$ cat src/rtl/pirq_pkg.sv
package pirq_pkg;
   localparam int BYTE_W = 8;

   typedef enum logic [BYTE_W-1:0] {
      OFS_RAW   = 8'h10,
      OFS_MODE  = 8'h11,
      OFS_POLH  = 8'h12,
      OFS_POLL  = 8'h13,
      OFS_ACK   = 8'h14,
      OFS_ENSET = 8'h15,
      OFS_ENCLR = 8'h16,
      OFS_STICK = 8'h18,
      OFS_PEND  = 8'h19,
      OFS_ROUTE = 8'h1A,
      OFS_URG   = 8'h1B
   } reg_ofs_e;

   typedef struct packed {
      logic [BYTE_W-1:0] mode;
      logic [BYTE_W-1:0] polh;
      logic [BYTE_W-1:0] poll;
   } src_cfg_t;
endpackage

$ cat src/rtl/pirq_sync.sv
module pirq_sync #(
   parameter int W      = 8,
   parameter int STAGES = 2
) (
   input  logic         clk,
   input  logic         rst_n,
   input  logic [W-1:0] d,
   output logic [W-1:0] q
);
   if (STAGES < 0) begin : g_bad
      $error("pirq_sync: STAGES must be non-negative");
   end

   if (STAGES == 0) begin : g_pass
      assign q = d;
   end else begin : g_chain
      logic [W-1:0] stg_q [STAGES];
      always_ff @(posedge clk or negedge rst_n) begin
         if (!rst_n) begin
            for (int s = 0; s < STAGES; s++) stg_q[s] <= '0;
         end else begin
            stg_q[0] <= d;
            for (int s = 1; s < STAGES; s++) stg_q[s] <= stg_q[s-1];
         end
      end
      assign q = stg_q[STAGES-1];
   end
endmodule

$ cat src/rtl/pirq_detect.sv
module pirq_detect
   import pirq_pkg::*;
#(
   parameter int N = 8
) (
   input  logic         clk,
   input  logic         rst_n,
   input  logic [N-1:0] level,
   input  src_cfg_t     cfg,
   output logic [N-1:0] hit
);
   logic [N-1:0] prev_q;

   always_ff @(posedge clk or negedge rst_n) begin
      if (!rst_n) prev_q <= '0;
      else        prev_q <= level;
   end

   for (genvar i = 0; i < N; i++) begin : g_src
      logic rise, fall, lvl_hit, edg_hit;
      assign rise    = level[i] & ~prev_q[i];
      assign fall    = ~level[i] & prev_q[i];
      assign edg_hit = (cfg.polh[i] & rise) | (cfg.poll[i] & fall);
      assign lvl_hit = (cfg.polh[i] & level[i]) | (cfg.poll[i] & ~level[i]);
      assign hit[i]  = cfg.mode[i] ? edg_hit : lvl_hit;
   end

   // a level-mode source at its active level reports every cycle
   assert_level_hold_R5: assert property (@(posedge clk) disable iff (!rst_n)
      ((~cfg.mode[N-1:0] & cfg.polh[N-1:0] & level & ~hit) == '0));
endmodule

$ cat src/rtl/pirq_stat.sv
module pirq_stat #(
   parameter int N = 8
) (
   input  logic         clk,
   input  logic         rst_n,
   input  logic [N-1:0] hit,
   input  logic [N-1:0] ack_mask,
   input  logic [N-1:0] en_set,
   input  logic [N-1:0] en_clr,
   output logic [N-1:0] stick_o,
   output logic [N-1:0] en_o,
   output logic [N-1:0] pend_o
);
   logic [N-1:0] stick_q, en_q;

   always_ff @(posedge clk or negedge rst_n) begin
      if (!rst_n) begin
         stick_q <= '0;
         en_q    <= '0;
      end else begin
         stick_q <= (stick_q & ~ack_mask) | hit;
         en_q    <= (en_q | en_set) & ~en_clr;
      end
   end

   assign stick_o = stick_q;
   assign en_o    = en_q;
   assign pend_o  = stick_q & en_q;

   assert_capture_R4: assert property (@(posedge clk) disable iff (!rst_n)
      (|hit) |=> ((stick_q & $past(hit)) == $past(hit)));

   assert_ack_clears_R7: assert property (@(posedge clk) disable iff (!rst_n)
      (|ack_mask) |=> ((stick_q & $past(ack_mask) & ~$past(hit)) == '0));

   assert_enset_R6: assert property (@(posedge clk) disable iff (!rst_n)
      (|en_set) |=> ((en_q & $past(en_set)) == $past(en_set)));

   assert_enclr_R6: assert property (@(posedge clk) disable iff (!rst_n)
      (|en_clr) |=> ((en_q & $past(en_clr)) == '0));

   assert_enhold_R6: assert property (@(posedge clk) disable iff (!rst_n)
      (en_set == '0 && en_clr == '0) |=> $stable(en_q));
endmodule

$ cat src/rtl/pirq_regblk.sv
module pirq_regblk
   import pirq_pkg::*;
#(
   parameter int          NUM_SRC     = 8,
   parameter int          ADDR_W      = 16,
   parameter int          SYNC_STAGES = 2,
   parameter int unsigned PAGE_ID     = 5
) (
   input  logic               clk,
   input  logic               rst_n,
   input  logic               bus_sel,
   input  logic               bus_we,
   input  logic [ADDR_W-1:0]  bus_addr,
   input  logic [7:0]         bus_wdata,
   output logic [7:0]         bus_rdata,
   input  logic [NUM_SRC-1:0] src_in,
   output logic [NUM_SRC-1:0] pend_o,
   output logic               irq_o
);
   localparam int PAGE_W  = ADDR_W - BYTE_W;
   localparam int ROUTE_W = 2;

   if (NUM_SRC < 1 || NUM_SRC > BYTE_W) begin : g_bad_n
      $error("pirq_regblk: NUM_SRC must lie in 1..8");
   end
   if (ADDR_W <= BYTE_W) begin : g_bad_a
      $error("pirq_regblk: ADDR_W must exceed one byte");
   end

   logic                   page_ok, wr_hit;
   logic [BYTE_W-1:0]      ofs;
   logic [NUM_SRC-1:0]     raw, hit, stick, en, wmask;
   logic [NUM_SRC-1:0]     ack_mask, en_set, en_clr;
   logic [NUM_SRC-1:0]     mode_q, polh_q, poll_q;
   logic [ROUTE_W-1:0]     route_q;
   logic                   urg_q;
   src_cfg_t               cfg;

   assign page_ok = (bus_addr[ADDR_W-1:BYTE_W] == PAGE_W'(PAGE_ID));
   assign ofs     = bus_addr[BYTE_W-1:0];
   assign wr_hit  = bus_sel & bus_we & page_ok;
   assign wmask   = bus_wdata[NUM_SRC-1:0];

   assign ack_mask = (wr_hit && ofs == OFS_ACK)   ? wmask : '0;
   assign en_set   = (wr_hit && ofs == OFS_ENSET) ? wmask : '0;
   assign en_clr   = (wr_hit && ofs == OFS_ENCLR) ? wmask : '0;

   always_ff @(posedge clk or negedge rst_n) begin
      if (!rst_n) begin
         mode_q  <= '0;
         polh_q  <= '0;
         poll_q  <= '0;
         route_q <= '0;
         urg_q   <= 1'b0;
      end else if (wr_hit) begin
         case (ofs)
            OFS_MODE:  mode_q  <= wmask;
            OFS_POLH:  polh_q  <= wmask;
            OFS_POLL:  poll_q  <= wmask;
            OFS_ROUTE: route_q <= bus_wdata[ROUTE_W-1:0];
            OFS_URG:   urg_q   <= bus_wdata[0];
            default: ;
         endcase
      end
   end

   assign cfg.mode = BYTE_W'(mode_q);
   assign cfg.polh = BYTE_W'(polh_q);
   assign cfg.poll = BYTE_W'(poll_q);

   pirq_sync #(.W(NUM_SRC), .STAGES(SYNC_STAGES)) u_sync (
      .clk(clk), .rst_n(rst_n), .d(src_in), .q(raw));

   pirq_detect #(.N(NUM_SRC)) u_detect (
      .clk(clk), .rst_n(rst_n), .level(raw), .cfg(cfg), .hit(hit));

   pirq_stat #(.N(NUM_SRC)) u_stat (
      .clk(clk), .rst_n(rst_n), .hit(hit), .ack_mask(ack_mask),
      .en_set(en_set), .en_clr(en_clr),
      .stick_o(stick), .en_o(en), .pend_o(pend_o));

   assign irq_o = |pend_o;

   always_comb begin
      bus_rdata = '0;
      if (page_ok) begin
         case (ofs)
            OFS_RAW:   bus_rdata = BYTE_W'(raw);
            OFS_MODE:  bus_rdata = BYTE_W'(mode_q);
            OFS_POLH:  bus_rdata = BYTE_W'(polh_q);
            OFS_POLL:  bus_rdata = BYTE_W'(poll_q);
            OFS_ENSET: bus_rdata = BYTE_W'(en);
            OFS_STICK: bus_rdata = BYTE_W'(stick);
            OFS_PEND:  bus_rdata = BYTE_W'(pend_o);
            OFS_ROUTE: bus_rdata = BYTE_W'(route_q);
            OFS_URG:   bus_rdata = BYTE_W'(urg_q);
            default:   bus_rdata = '0;
         endcase
      end
   end

   assert_foreign_page_R1: assert property (@(posedge clk) disable iff (!rst_n)
      (bus_sel && bus_we && !page_ok) |=>
         ($stable(mode_q) && $stable(polh_q) && $stable(poll_q) &&
          $stable(route_q) && $stable(urg_q)));
endmodule

$ cat config.mk
export PLATFORM = sky130hd
export DESIGN_NAME = pirq_regblk
export DESIGN_NICKNAME = d
export VERILOG_FILES = /design/src/rtl/pirq_pkg.sv /design/src/rtl/pirq_sync.sv /design/src/rtl/pirq_detect.sv /design/src/rtl/pirq_stat.sv /design/src/rtl/pirq_regblk.sv
export SDC_FILE = /design/constraint.sdc
export NUM_CORES = 1
export LEC_CHECK = 0
export BUFFER_PORTS_ARGS = -buffer_cell sky130_fd_sc_hd__buf_2
export CAP_MARGIN = 20
export CORE_MARGIN = 2
export CORE_UTILIZATION = 55
export CTS_CLUSTER_DIAMETER = 150
export DETAILED_ROUTE_END_ITERATION = 6
export PLACE_DENSITY = 0.86
export SKIP_LAST_GASP = 1
export SLEW_MARGIN = 40
export SYNTH_ARGS = -nofsm -noshare
export SYNTH_HDL_FRONTEND = slang
export SYNTH_SLANG_ARGS = --single-unit
$ cat constraint.sdc
create_clock -name clk -period 3.42 [get_ports clk]
set_clock_uncertainty 0.15 [all_clocks]
set_input_delay 0 -clock clk [delete_from_list [all_inputs] [get_ports clk]]
set_output_delay 0 -clock clk [all_outputs]
set_load 0.01 [all_outputs]
[Word level (Yosys, flattened, before mapping)]
Cells that the tools add are included.
Word-level totals
  logic and storage cells: 133
  register bits after elaboration: 67
  input bits: 36
Cells by class
  bitwise gates (word level): 89
  reduce and logical (&&, ||, !) cells: 9
  multiplexer cells: 13
  eq/ne operators: 12
Operators with widths (number)
  == test 8 x 5 -> 1 bit, second input constant: 11
  case mux 8 bit (9 select lines): 1
  AND 1 bit: 50
  2-to-1 mux 8 bit: 4
  AND 8 bit: 3
  NOT 1 bit: 16
  NOT 8 bit: 2
  bitwise OR 1 bit: 16
  bitwise OR 8 bit: 2
  AND reduction 2 bit: 5
  == test 8 x 3 -> 1 bit, second input constant: 1
  2-to-1 mux 1 bit: 8
  OR reduction 8 bit: 1
  logical AND 1 bit: 3

[Depth between registers and ports, before layout]
Gate-level depths: netlist (run 1).
  depth after elaboration: 7
  gate-level depth with buffers: 6
  gate-level depth less buffers: 4

[By module]
From an unflattened synthesis (run 1), not the netlist that was laid out.
Second synthesis, totals
  cells, all modules: 305
  area, all modules: 3435.8 µm²
By module, submodules not included
  pirq_regblk: seq. area each 675.6 µm², times used 1, cells an instance 185, area each 1964.4 µm²
  pirq_stat: seq. area each 400.4 µm², times used 1, cells an instance 56, area each 600.6 µm²
  pirq_sync: seq. area each 400.4 µm², times used 1, cells an instance 24, area each 460.4 µm²
  pirq_detect: seq. area each 200.2 µm², times used 1, cells an instance 40, area each 410.4 µm²

[Worst setup path before layout (run 1)]
Ideal clock, no wire load.
  path kind: input to register
  start point: input bus_addr[15]
  end point: register urg_q
  data required time: 3.145 ns
  stages: 6
  path slack: 1.390 ns
  path buffers: 2
  data arrival time: 1.756 ns
  cell sequence: or4_4 -> or3_1 -> buf_2 -> buf_2 -> nor3_1 -> mux2_2
Between the ends
  word-level cells in the longest chain between the ends: 3
RTL lines
  start, declared: line pirq_regblk.sv:13  | input logic [ADDR_W-1:0] bus_addr,
  == test 8 x 3 -> 1 bit: line pirq_regblk.sv:39  | assign page_ok = (bus_addr[ADDR_W-1:BYTE_W] == PAGE_W'(PAGE_ID));
  AND 1 bit: line pirq_regblk.sv:41  | assign wr_hit = bus_sel & bus_we & page_ok;
  AND reduction 2 bit (no source line)
  end signal, assigned: line pirq_regblk.sv:61  | OFS_URG: urg_q <= bus_wdata[0];
  end, declared: line pirq_regblk.sv:36  | logic urg_q;
Every way passes these cells.
A chain may end at the register's enable or synchronous reset.

[Final worst setup path (run 1)]
  start point: input bus_addr[0]
  end point: output bus_rdata[6]
Between the ends
  word-level cells in the longest chain between the ends: 3
RTL lines
  == test 8 x 5 -> 1 bit: line pirq_regblk.sv:87  | case (ofs)
  case mux 8 bit (9 select lines) *: line pirq_regblk.sv:87
  2-to-1 mux 8 bit *: line pirq_regblk.sv:86  | if (page_ok) begin
  end, declared: line pirq_regblk.sv:15  | output logic [7:0] bus_rdata,
Every way passes the cells marked *; elsewhere a longest branch is shown, timed or not.

==> flow_summary.json, run 1 <==
{
  "clk_latency_ns": 0.35,
  "rsz0062_at_grt": "false",
  "crit_path_frequent_cell": "buf_2",
  "ys_seq_area_frac": 0.5332,
  "grt_use_total": 0.2788,
  "dp.cells": 407,
  "drt_iter0_markers": 315,
  "p_total_mw": 1.546,
  "cp.arrival_ns": 2.25,
  "worstMarginPinSlew_ns": 0.7056,
  "setup_ws_ns": 1.022,
  "root_buffer": "clkbuf_8",
  "synth_cell_types": 40,
  "dr_total_vias": 2721,
  "slew-limit-headroom": 0.5296,
  "crit_required_ns": 3.27,
  "power_density_nw_per_um2": 399.9,
  "avgSynthCellArea_um2": 10.92,
  "slowest_delay_ns": 0.55,
  "firstDrtPassIters": 6,
  "irDropWorstVdd_mv": 0.2906,
  "place_hpwl_mm": 5.408,
  "async_flop_share": 1.000,
  "final_core_util": 0.7021,
  "routed_via_density": 6.170,
  "first_global_vias": 2675,
  "cellLeakagePower_nw": 1.799,
  "hold_viol": 0,
  "critical_path_class": "in -> out",
  "cts_buffers": 9,
  "finalSetupViolations": 0,
  "fin_setup_tns_ns": 0,
  "period_share": 0.7013,
  "fill_cells": 417,
  "drcViolationCount": 0,
  "post-route-cell-area_um2": 3866,
  "die_w_um": 79.61,
  "synthFlopType": "dfrtp_1",
  "design.core.area_um2": 5507,
  "final-seq-area_um2": 1677,
  "grt_pass1_wl_mm": 13.06,
  "multi_input_area_um2": 1345,
  "end_kind": "output pin",
  "start_kind": "input port",
  "outcome": "completed",
  "grt_start_max_net_pins": 50,
  "hold_ws_ns": 0.01918,
  "min_period_ns": 2.399,
  "wl_mm": 8.076,
  "path_cells": "buf_2 > or3b_2 > a2111oi_2 > nand2b_1 > o32ai_1 > buf_2",
  "gp_congestion": 0.8587,
  "synth_nets": 324,
  "netlist_area_um2": 3144,
  "fin_cells": 441,
  "clock_sinks": 67,
  "num_antenna_cells": 0,
  "initial_core_util": 0.5710,
  "area_growth_pct": 22.96,
  "synth_edf_count": 0,
  "numPortBuffers": 52,
  "hp-class": "in -> reg",
  "fp-row-count": 27,
  "finalMaxSlewViolations": 0,
  "dpl_cell_area_um2": 3493,
  "nNetsFinal": 400,
  "ant_nets": 0,
  "clock_path_buffers": 2,
  "crit_slowest_cell": "a2111oi_2",
  "antenna_found_initial": 0,
  "cts.htree.levels": 3,
  "maxCapViolCount": 0,
  "ys_ff_latch": 67,
  "postSynthCellCount": 288,
  "path_clk_slew_ns": 0.07,
  "die-area_um2": 6338,
  "crit_fanout": 17,
  "drive_above_1_share": 0.2737,
  "yosysWarnings": 0,
  "cts_tree": "built",
  "die_y_um": 79.61,
  "fmax_ghz": 0.4169,
  "wl_per_cell_um": 18.31,
  "io_pins": 53,
  "overflow": 0,
  "place_ws_ns": 0.8343
}
[power breakdown]
group          switching (mW)  internal (mW)  total [mW]
clock network           0.279          0.342       0.621
registers             0.00959          0.807       0.817
logic                  0.0625         0.0462       0.109
total                   0.351           1.20        1.55
[flip-flops by register name, summed over array words and instances, names as in the netlist]
signal and flops:
mode_q 8, polh_q 8, poll_q 8, route_q 2
u_detect.prev_q 8, u_stat.en_o 8, u_stat.stick_o 8, u_sync.g_chain.stg_q 8
u_sync.q 8, urg_q 1
[critical path, delay by kind of cell]
family / cells / cell delay, ns
AOI/OAI and AO/OA: 2 / 0.95
and+or+nand+nor: 2 / 0.79
buffers and inverters: 2 / 0.50
[layout by cell type (no fill, tap or decap), drive strengths merged]
cell type / n
nor4: 2
or3: 2
mux4: 2
a22oi: 12
nand2b: 5
o221ai: 1
clkinv: 1
a2bb2oi: 1
nand4bb: 1
mux2: 19
a21boi: 2
or4b: 1
buf: 59
o31ai: 7
o32ai: 6
a31oi: 8
clkbuf: 15
o2bb2ai: 6
nand4: 1
nand2: 18
inv: 22
a2111oi: 1
nor3: 9
dfrtp: 67
nand3: 19
nor2b: 4
o21ai: 18
nor4b: 1
o211ai: 8
or4: 1
a21oi: 15
a32oi: 1
dlygate4sd3: 17
and2: 5
nor2: 4
mux2i: 7
or3b: 1
[cells in the mapped netlist, types with 2 or more instances]
master      n  area, um2
or3_1       2      12.51
nand2_1    18      67.56
dfrtp_1    67       1677
a21oi_1    15      75.07
nor3_2      2      20.02
nor2b_1     4      25.02
nand3_1    19      95.09
nor3_1      5      25.02
mux2_1      2      22.52
a21boi_0    2      15.01
o21ai_0    18      90.09
nand2b_1    5      31.28
a31oi_1     8      50.05
clkbuf_1    5      18.77
mux4_2      2      45.04
o211ai_1    8      60.06
o2bb2ai_1   6      52.55
a22oi_1    12      90.09
inv_1      22      82.58
mux2_2     17      191.4
mux2i_1     7      70.07
buf_1       2      7.510
nor2_1      4      15.01
o31ai_1     7      52.55
nor3_4      2      32.53
o32ai_1     6      52.55
buf_2       4      20.02
and2_1      5      31.28
[per-layer routing]
metal	track usage	vias to the layer above	routed length, um	part of all wire
met5	0	-	0	0
met4	0.1466	0	278	0.034
met3	0.04977	33	739	0.092
met2	0.4311	164	3781	0.47
met1	0.3767	1303	3277	0.41
li1	-	1221	-	-
[path summary, 6_finish.rpt]
| kind | to | slack (ns) | from | depth (start not counted) |
|---|---|---|---|---|
| worst max-delay path | bus_rdata[6] | 1.02 | bus_addr[0] | 6 |
| worst min register to register | u_sync.q[2] | 0.20 | u_sync.g_chain.stg_q[10] | 0 |
| worst min-delay path | u_stat.en_o[5] | 0.02 | bus_addr[6] | 5 |
| worst max register to register | u_stat.stick_o[6] | 2.45 | mode_q[6] | 3 |
| min in group asynchronous | mode_q[5] | 0.06 | rst_n | 3 |
| max in group asynchronous | mode_q[2] | 2.55 | rst_n | 3 |
[area by class of cell]
class | count | area share
Inverter | 22 | 0.02136
Sequential cell | 67 | 0.4337
Timing Repair Buffer | 76 | 0.1243
Tap cell | 72 | 0.02330
Multi-Input combinational cell | 188 | 0.3479
Clock buffer | 15 | 0.04822
Clock inverter | 1 | 0.001294
[cells by family (layout without fill, tap and decap cells)]
logic type / Yosys count / count (layout) / synth area share
compound gates: 86 / 86 / 0.1842
simple gates: 74 / 74 / 0.1369
flops: 67 / 67 / 0.5332
buf+inv: 33 / 114 / 0.04099
mux: 28 / 28 / 0.1047
[what timing repair did]
action / 4_1_cts / 5_1_grt
setup buffers: 0 / 0
hold buffers: 18 / 0
endpoints found under the hold margin: 69 / 0
resized for setup: 0 / 0
No activity file was read; power rests on OpenSTA's default activity.
==> run 2: changes to the inputs <==
--- a/config.mk
+++ b/config.mk
@@ -5,6 +5,7 @@
 export SDC_FILE = /design/constraint.sdc
 export NUM_CORES = 1
 export LEC_CHECK = 0
+export ABC_AREA = 1
 export BUFFER_PORTS_ARGS = -buffer_cell sky130_fd_sc_hd__buf_2
 export CAP_MARGIN = 20
 export CORE_MARGIN = 2
==> constraint.sdc (replaced) <==
create_clock -name clk -period 2.3 [get_ports clk]
set_clock_uncertainty 0.15 [all_clocks]
set_input_delay 0 -clock clk [delete_from_list [all_inputs] [get_ports clk]]
set_output_delay 0 -clock clk [all_outputs]
set_load 0.01 [all_outputs]
==> run 2 against run 1 <==
- wire length rose by 7.9%
- sequential share of layout area fell by 1.8 points
- sequential cell count did not move
- utilization fell by 2.0 points
- critical endpoint is now bus_rdata[5]
- non-clock buffer count fell by 3
- synthesized cell count rose by 42%
- total power rose by 51%
- count of clock-buffer cells in the layout fell by 2
- worst hold slack improved by 0.0081 ns
- die area rose by 6.2%
- worst setup slack got worse by 0.50 ns
==> flow_summary.json, run 2 <==
{
  "area_growth_pct": 20.55,
  "end_kind": "output pin",
  "final-seq-area_um2": 1677,
  "ys_ff_latch": 67,
  "intPower_mw": 1.808,
  "synth_top_area_cell": "dfrtp_1",
  "finalMaxSlewViolations": 0,
  "critical_path_class": "in -> out",
  "power_density_nw_per_um2": 579.2,
  "postSynthCellCount": 410,
  "yosysWarnings": 0,
  "worstMarginPinSlew_ns": 0.5719,
  "irDropWorstVdd_mv": 0.3800,
  "hold_ws_ns": 0.02731,
  "num_antenna_cells": 0,
  "cp.arrival_ns": 1.63,
  "cts_setup_buffers": 0,
  "p_seq_frac": 0.519,
  "overflow": 0,
  "place_hpwl_mm": 5.882,
  "post-route-cell-area_um2": 4038,
  "fin_setup_tns_ns": 0,
  "clock_sinks": 67,
  "start_kind": "input port",
  "firstDrtPassIters": 5,
  "grt_start_max_net_pins": 68,
  "period_share": 0.7749,
  "final_common_cell": "nand2_1",
  "crit_end": "bus_rdata[5]",
  "synth_nets": 446,
  "final_core_util": 0.6820,
  "first_global_vias": 2953,
  "holdBufCountCts": 17,
  "synth_edf_count": 0,
  "numPortBuffers": 52,
  "initial_core_util": 0.5657,
  "hold_viol": 0,
  "wl_mm": 8.711,
  "grt_use_total": 0.2780,
  "synth_commonest_cells": "88 x nand2_1, 67 x dfrtp_1, 61 x nand3_1",
  "dpl_cell_area_um2": 3674,
  "synthFlopType": "dfrtp_1",
  "cp-startpoint": "bus_addr[1]",
  "die-area_um2": 6731,
  "synth.most_common_cell": "nand2_1",
  "async_flop_share": 1.000,
  "cts.htree.levels": 3,
  "synthTopCellsByArea": "dfrtp_1 50%, nand2_1 9.9%, nand3_1 9.1%",
  "p_sw_frac": 0.2268,
  "pwr-share-clk": 0.419,
  "yosysTopAreaCellShare": 0.5006,
  "fin_cells": 563,
  "io_pins": 53,
  "netlist_area_um2": 3349,
  "hp-class": "in -> async",
  "nNetsFinal": 520,
  "power_frac_comb": 0.062,
  "design.core.area_um2": 5921,
  "path_clk_slew_ns": 0.07,
  "synth_cell_types": 27,
  "clk_latency_ns": 0.34,
  "die_y_um": 82.04,
  "crit_slowest_cell": "nor2_1",
  "drcViolationCount": 0,
  "root_buffer": "clkbuf_8",
  "final_cell_mix": "88 x nand2_1, 67 x dfrtp_1, 61 x nand3_1",
  "crit_required_ns": 2.15,
  "fmax_ghz": 0.5611,
  "ys_seq_area_frac": 0.5006,
  "setup_ws_ns": 0.5178,
  "dp.cells": 531,
  "clock_path_buffers": 2,
  "drt_iter0_markers": 424,
  "r2r_cells": 5,
  "place_ws_ns": 0.5820,
  "maxCapViolCount": 0,
  "dr_total_vias": 3218,
  "worstReg2RegStart": "mode_q[1]",
  "cts_resized": 0,
  "rsz0062_at_grt": "false",
  "fill_cells": 495,
  "crit_fanout": 5,
  "grt_pass1_wl_mm": 13.68,
  "p_switching_mw": 0.5303,
  "multi_input_area_um2": 1409,
  "gp_congestion": 0.9821,
  "avgSynthCellArea_um2": 8.169,
  "min_period_ns": 1.782,
  "worst-r2r-setup-slack_ns": 1.17,
  "wl_per_cell_um": 15.47,
  "drive_above_1_share": 0.2070,
  "ant_nets": 0,
  "die_w_um": 82.04,
  "fp-row-count": 28,
  "r2r-end": "u_stat.stick_o[1]",
  "finalSetupViolations": 0,
  "cts_tree": "built",
  "outcome": "completed",
  "crit_path_frequent_cell": "nor2_1",
  "slew-limit-headroom": 0.6183,
  "routed_via_density": 5.716,
  "p_total_mw": 2.339,
  "cts_buffers": 9,
  "cellLeakagePower_nw": 1.912,
  "path_cells": "buf_2 > inv_2 > nand2_1 > nor2_1 > and2_1 > nand2_1 > nand3_1 > nor2_1 > nor2_1 > buf_2",
  "slowest_delay_ns": 0.43,
  "antenna_found_initial": 0
}
[run 2: changes by cell type in the layout (fill, tap and decap cells not counted), moves of 7 or more]
cell     delta
a22oi_1    -12
o21ai_2     +7
a21oi_1     -7
inv_1      +23
nor2_1     +32
nand2_1    +70
mux2i_1     -7
nand4_1     +8
o21ai_1    +17
o31ai_1     -7
nand3_1    +42
mux2_2     -17
[run 2: layout make-up]
type,instances,area share
sequential,67,0.4152
multi-input combinational,282,0.3489
timing repair buffer,73,0.1171
inverter,51,0.04741
clock buffer,13,0.03936
tap,75,0.02324
clock inverter,2,0.008677
[run 2: kinds of logic after synthesis]
kind of cell,synth area share
AND/OR/NAND/NOR,0.3190
flip-flops,0.5006
buffers and inverters,0.08106
AO/OA/AOI/OAI,0.09937
[run 2: how the worst min path moves through the flow]
stage                     depth (start not counted)                        to
after floorplan                                   0                 mode_q[0]
after global routing                              5                     urg_q
after detailed placement                          2               u_sync.q[3]
after CTS                                         5                     urg_q
after global placement                            2  u_sync.g_chain.stg_q[11]
final                                             3               u_sync.q[3]
[run 2: routing by layer]
| layer | GRT usage | share of wire | up-vias |
|---|---|---|---|
| met2 | 0.4407 | 0.46 | 200 |
| met5 | 0 | 0 | - |
| li1 | - | - | 1499 |
| met4 | 0.1083 | 0.031 | 0 |
| met1 | 0.3708 | 0.40 | 1487 |
| met3 | 0.06703 | 0.11 | 32 |
[run 2: power by group through the flow]
| stage | Clock [mW] | Combinational (mW) | Sequential, mW |
|---|---|---|---|
| final | 0.979 | 0.146 | 1.21 |
| after floorplan | 0 | 0.0495 | 1.23 |
| after global routing | 1.03 | 0.163 | 1.22 |
| after global placement | 0 | 0.120 | 1.23 |
| after CTS | 0.986 | 0.146 | 1.21 |
| after detailed placement | 0 | 0.124 | 1.24 |
[run 2: critical path: cells and delay by family]
family | cells | cell delay, ns
buf+inv | 3 | 0.34
simple gates | 7 | 1.28
==> run 3: changes to the inputs <==
--- a/config.mk
+++ b/config.mk
@@ -9,10 +9,10 @@
 export BUFFER_PORTS_ARGS = -buffer_cell sky130_fd_sc_hd__buf_2
 export CAP_MARGIN = 20
 export CORE_MARGIN = 2
-export CORE_UTILIZATION = 55
+export CORE_UTILIZATION = 51
 export CTS_CLUSTER_DIAMETER = 150
 export DETAILED_ROUTE_END_ITERATION = 6
-export PLACE_DENSITY = 0.86
+export PLACE_DENSITY = 0.84
 export SKIP_LAST_GASP = 1
 export SLEW_MARGIN = 40
 export SYNTH_ARGS = -nofsm -noshare
==> constraint.sdc (replaced) <==
create_clock -name clk -period 1.55 [get_ports clk]
set_clock_uncertainty 0.15 [all_clocks]
set_input_delay 0 -clock clk [delete_from_list [all_inputs] [get_ports clk]]
set_output_delay 0 -clock clk [all_outputs]
set_load 0.01 [all_outputs]
==> run 3 against run 2 <==
- the flow now finishes with violations (negative setup slack)
- global-route usage fell by 1.4 points
- die area rose by 7.4%
- final area grew 9.0%
- count of clock-buffer cells in the layout fell by 4
- combinational power rose by 66%
- sequential power increased by 49%
- total power up 48%
==> flow_summary.json, run 3 (synthesis gave the netlist of run 2 again) <==
{
  "crit_required_ns": 1.40,
  "period_share": 1.031,
  "fin_cells": 601,
  "fill_cells": 475,
  "violations": "negative setup slack",
  "dpl_cell_area_um2": 3791,
  "grt_use_total": 0.2643,
  "dr_total_vias": 3407,
  "critical_path_class": "reg -> out",
  "dp.cells": 545,
  "grt_pass1_wl_mm": 14.80,
  "root_buffer": "clkbuf_8",
  "firstDrtPassIters": 7,
  "cellLeakagePower_nw": 2.086,
  "cts.htree.levels": 3,
  "die-area_um2": 7232,
  "place_hpwl_mm": 6.016,
  "numPortBuffers": 52,
  "finalSetupViolations": 1,
  "cts_buffers": 9,
  "final_cell_mix": "85 x nand2_1, 67 x dfrtp_1, 59 x nand3_1",
  "grtUsageMet1": 0.3434,
  "globalRoute.busiestLayer": "met2",
  "path_clk_slew_ns": 0.08,
  "min_period_ns": 1.598,
  "grt_start_max_net_pins": 68,
  "finalMaxSlewViolations": 0,
  "setup_ws_ns": -0.04789,
  "hold_ws_ns": 0.02510,
  "antenna_found_initial": 0,
  "cp.arrival_ns": 1.45,
  "global_route.usage.met3": 0.05058,
  "gp_congestion": 0.9310,
  "crit_slowest_cell": "dfrtp_1",
  "r2r_cells": 6,
  "r2r-end": "u_stat.stick_o[0]",
  "met2_usage": 0.4190,
  "clock_sinks": 67,
  "hold_viol": 0,
  "fmax_ghz": 0.6258,
  "routed_via_density": 5.669,
  "start_kind": "flip-flop",
  "path_cells": "nand2_2 > inv_2 > nor4_1 > nand2_1 > buf_2",
  "ant_nets": 0,
  "design.core.area_um2": 6350,
  "outcome": "finished, violations left",
  "worstMarginPinSlew_ns": 0.3905,
  "slowest_delay_ns": 0.40,
  "fin_setup_tns_ns": -0.04789,
  "clk_latency_ns": 0.35,
  "drt_iter0_markers": 434,
  "irDropWorstVdd_mv": 0.7624,
  "final_common_cell": "nand2_1",
  "num_antenna_cells": 0,
  "p_total_mw": 3.466,
  "slew-limit-headroom": 0.7387,
  "wl_per_cell_um": 15.65,
  "drive_above_1_share": 0.2977,
  "clock_path_buffers": 2,
  "wl_mm": 9.404,
  "crit_fanout": 3,
  "first_global_vias": 3169,
  "area_growth_pct": 31.45,
  "worst-r2r-setup-slack_ns": 0.35,
  "maxCapViolCount": 0,
  "cts_tree": "built",
  "drcViolationCount": 0,
  "die_y_um": 85.04,
  "io_pins": 53,
  "nNetsFinal": 555,
  "post-route-cell-area_um2": 4403,
  "rsz0062_at_grt": "true",
  "die_w_um": 85.04,
  "worstReg2RegStart": "mode_q[0]",
  "initial_core_util": 0.5275,
  "hp-class": "in -> async",
  "overflow": 0,
  "fp-row-count": 29,
  "power_density_nw_per_um2": 787.2,
  "end_kind": "output pin"
}
run 3: cell types whose count changed in the layout (fill, tap and decap cells not counted), moves of 3 or more:
| cell | delta |
|---|---|
| o21ai_0 | -4 |
| inv_1 | -8 |
| nand2_1 | -3 |
| inv_2 | +8 |
| buf_4 | +29 |
| nand2_2 | +3 |
| buf_12 | +4 |
run 3: critical path, delay by kind of cell, from the launching register on:
kind,cells,cell delay [ns]
and+or+nand+nor,3,0.47
DFF,1,0.40
buffers and inverters,2,0.22
run 3: final cells by class:
type	instances	area, um2	area share
Sequential cell	67	1677	0.3808
Multi-Input combinational cell	282	1454	0.3302
Timing Repair Buffer	108	792.0	0.1799
Inverter	51	191.4	0.04348
Clock buffer	9	123.9	0.02813
Tap cell	77	96.34	0.02188
Clock inverter	7	68.82	0.01563
run 3: per-layer routing:
layer	part of all wire	vias to the layer above	routed length, um
li1	-	1582	-
met1	0.40	1573	3807
met2	0.46	215	4358
met3	0.099	37	934
met4	0.032	0	303
met5	0	-	0
run 3: how the worst max path moves through the flow:
stage                           start      endpoint  slack [ns]  cells past startpoint
floorplan                bus_addr[13]     poll_q[7]        0.35                      7
global placement          bus_addr[5]  bus_rdata[0]        0.07                     12
detailed placement        bus_addr[5]  bus_rdata[7]        0.03                     10
CTS                 u_stat.stick_o[2]         irq_o      -0.005                      5
global route           u_stat.en_o[6]  bus_rdata[6]       -0.13                      9
finish                 u_stat.en_o[1]         irq_o       -0.05                      5
run 3: through the flow:
step | util | worst slack (ns)
global route | 0.6934 | -0.1256
detailed placement | 0.5970 | 0.03440
floorplan | - | 0.3468
finish | 0.6934 | -0.04789
global placement | 0.5970 | 0.07316
CTS | 0.6700 | -0.004756
run 3: where the power goes:
part | leakage, nW | internal, mW | total [mW] | switching [mW]
sequential | 0.823 | 1.78 | 1.80 | 0.0211
combinational | 1.17 | 0.101 | 0.243 | 0.143
clock | 0.0950 | 0.735 | 1.42 | 0.687
run 3: what timing repair did:
| item | CTS | global route |
|---|---|---|
| setup endpoints to repair | 6 | 9 |
| hold endpoints to repair | 118 | 0 |
| gates resized for setup | 5 | 22 |
| pin swaps | 3 | 13 |
| gates cloned | 0 | 0 |
| hold buffers | 18 | 0 |
| setup buffers | 12 | 10 |
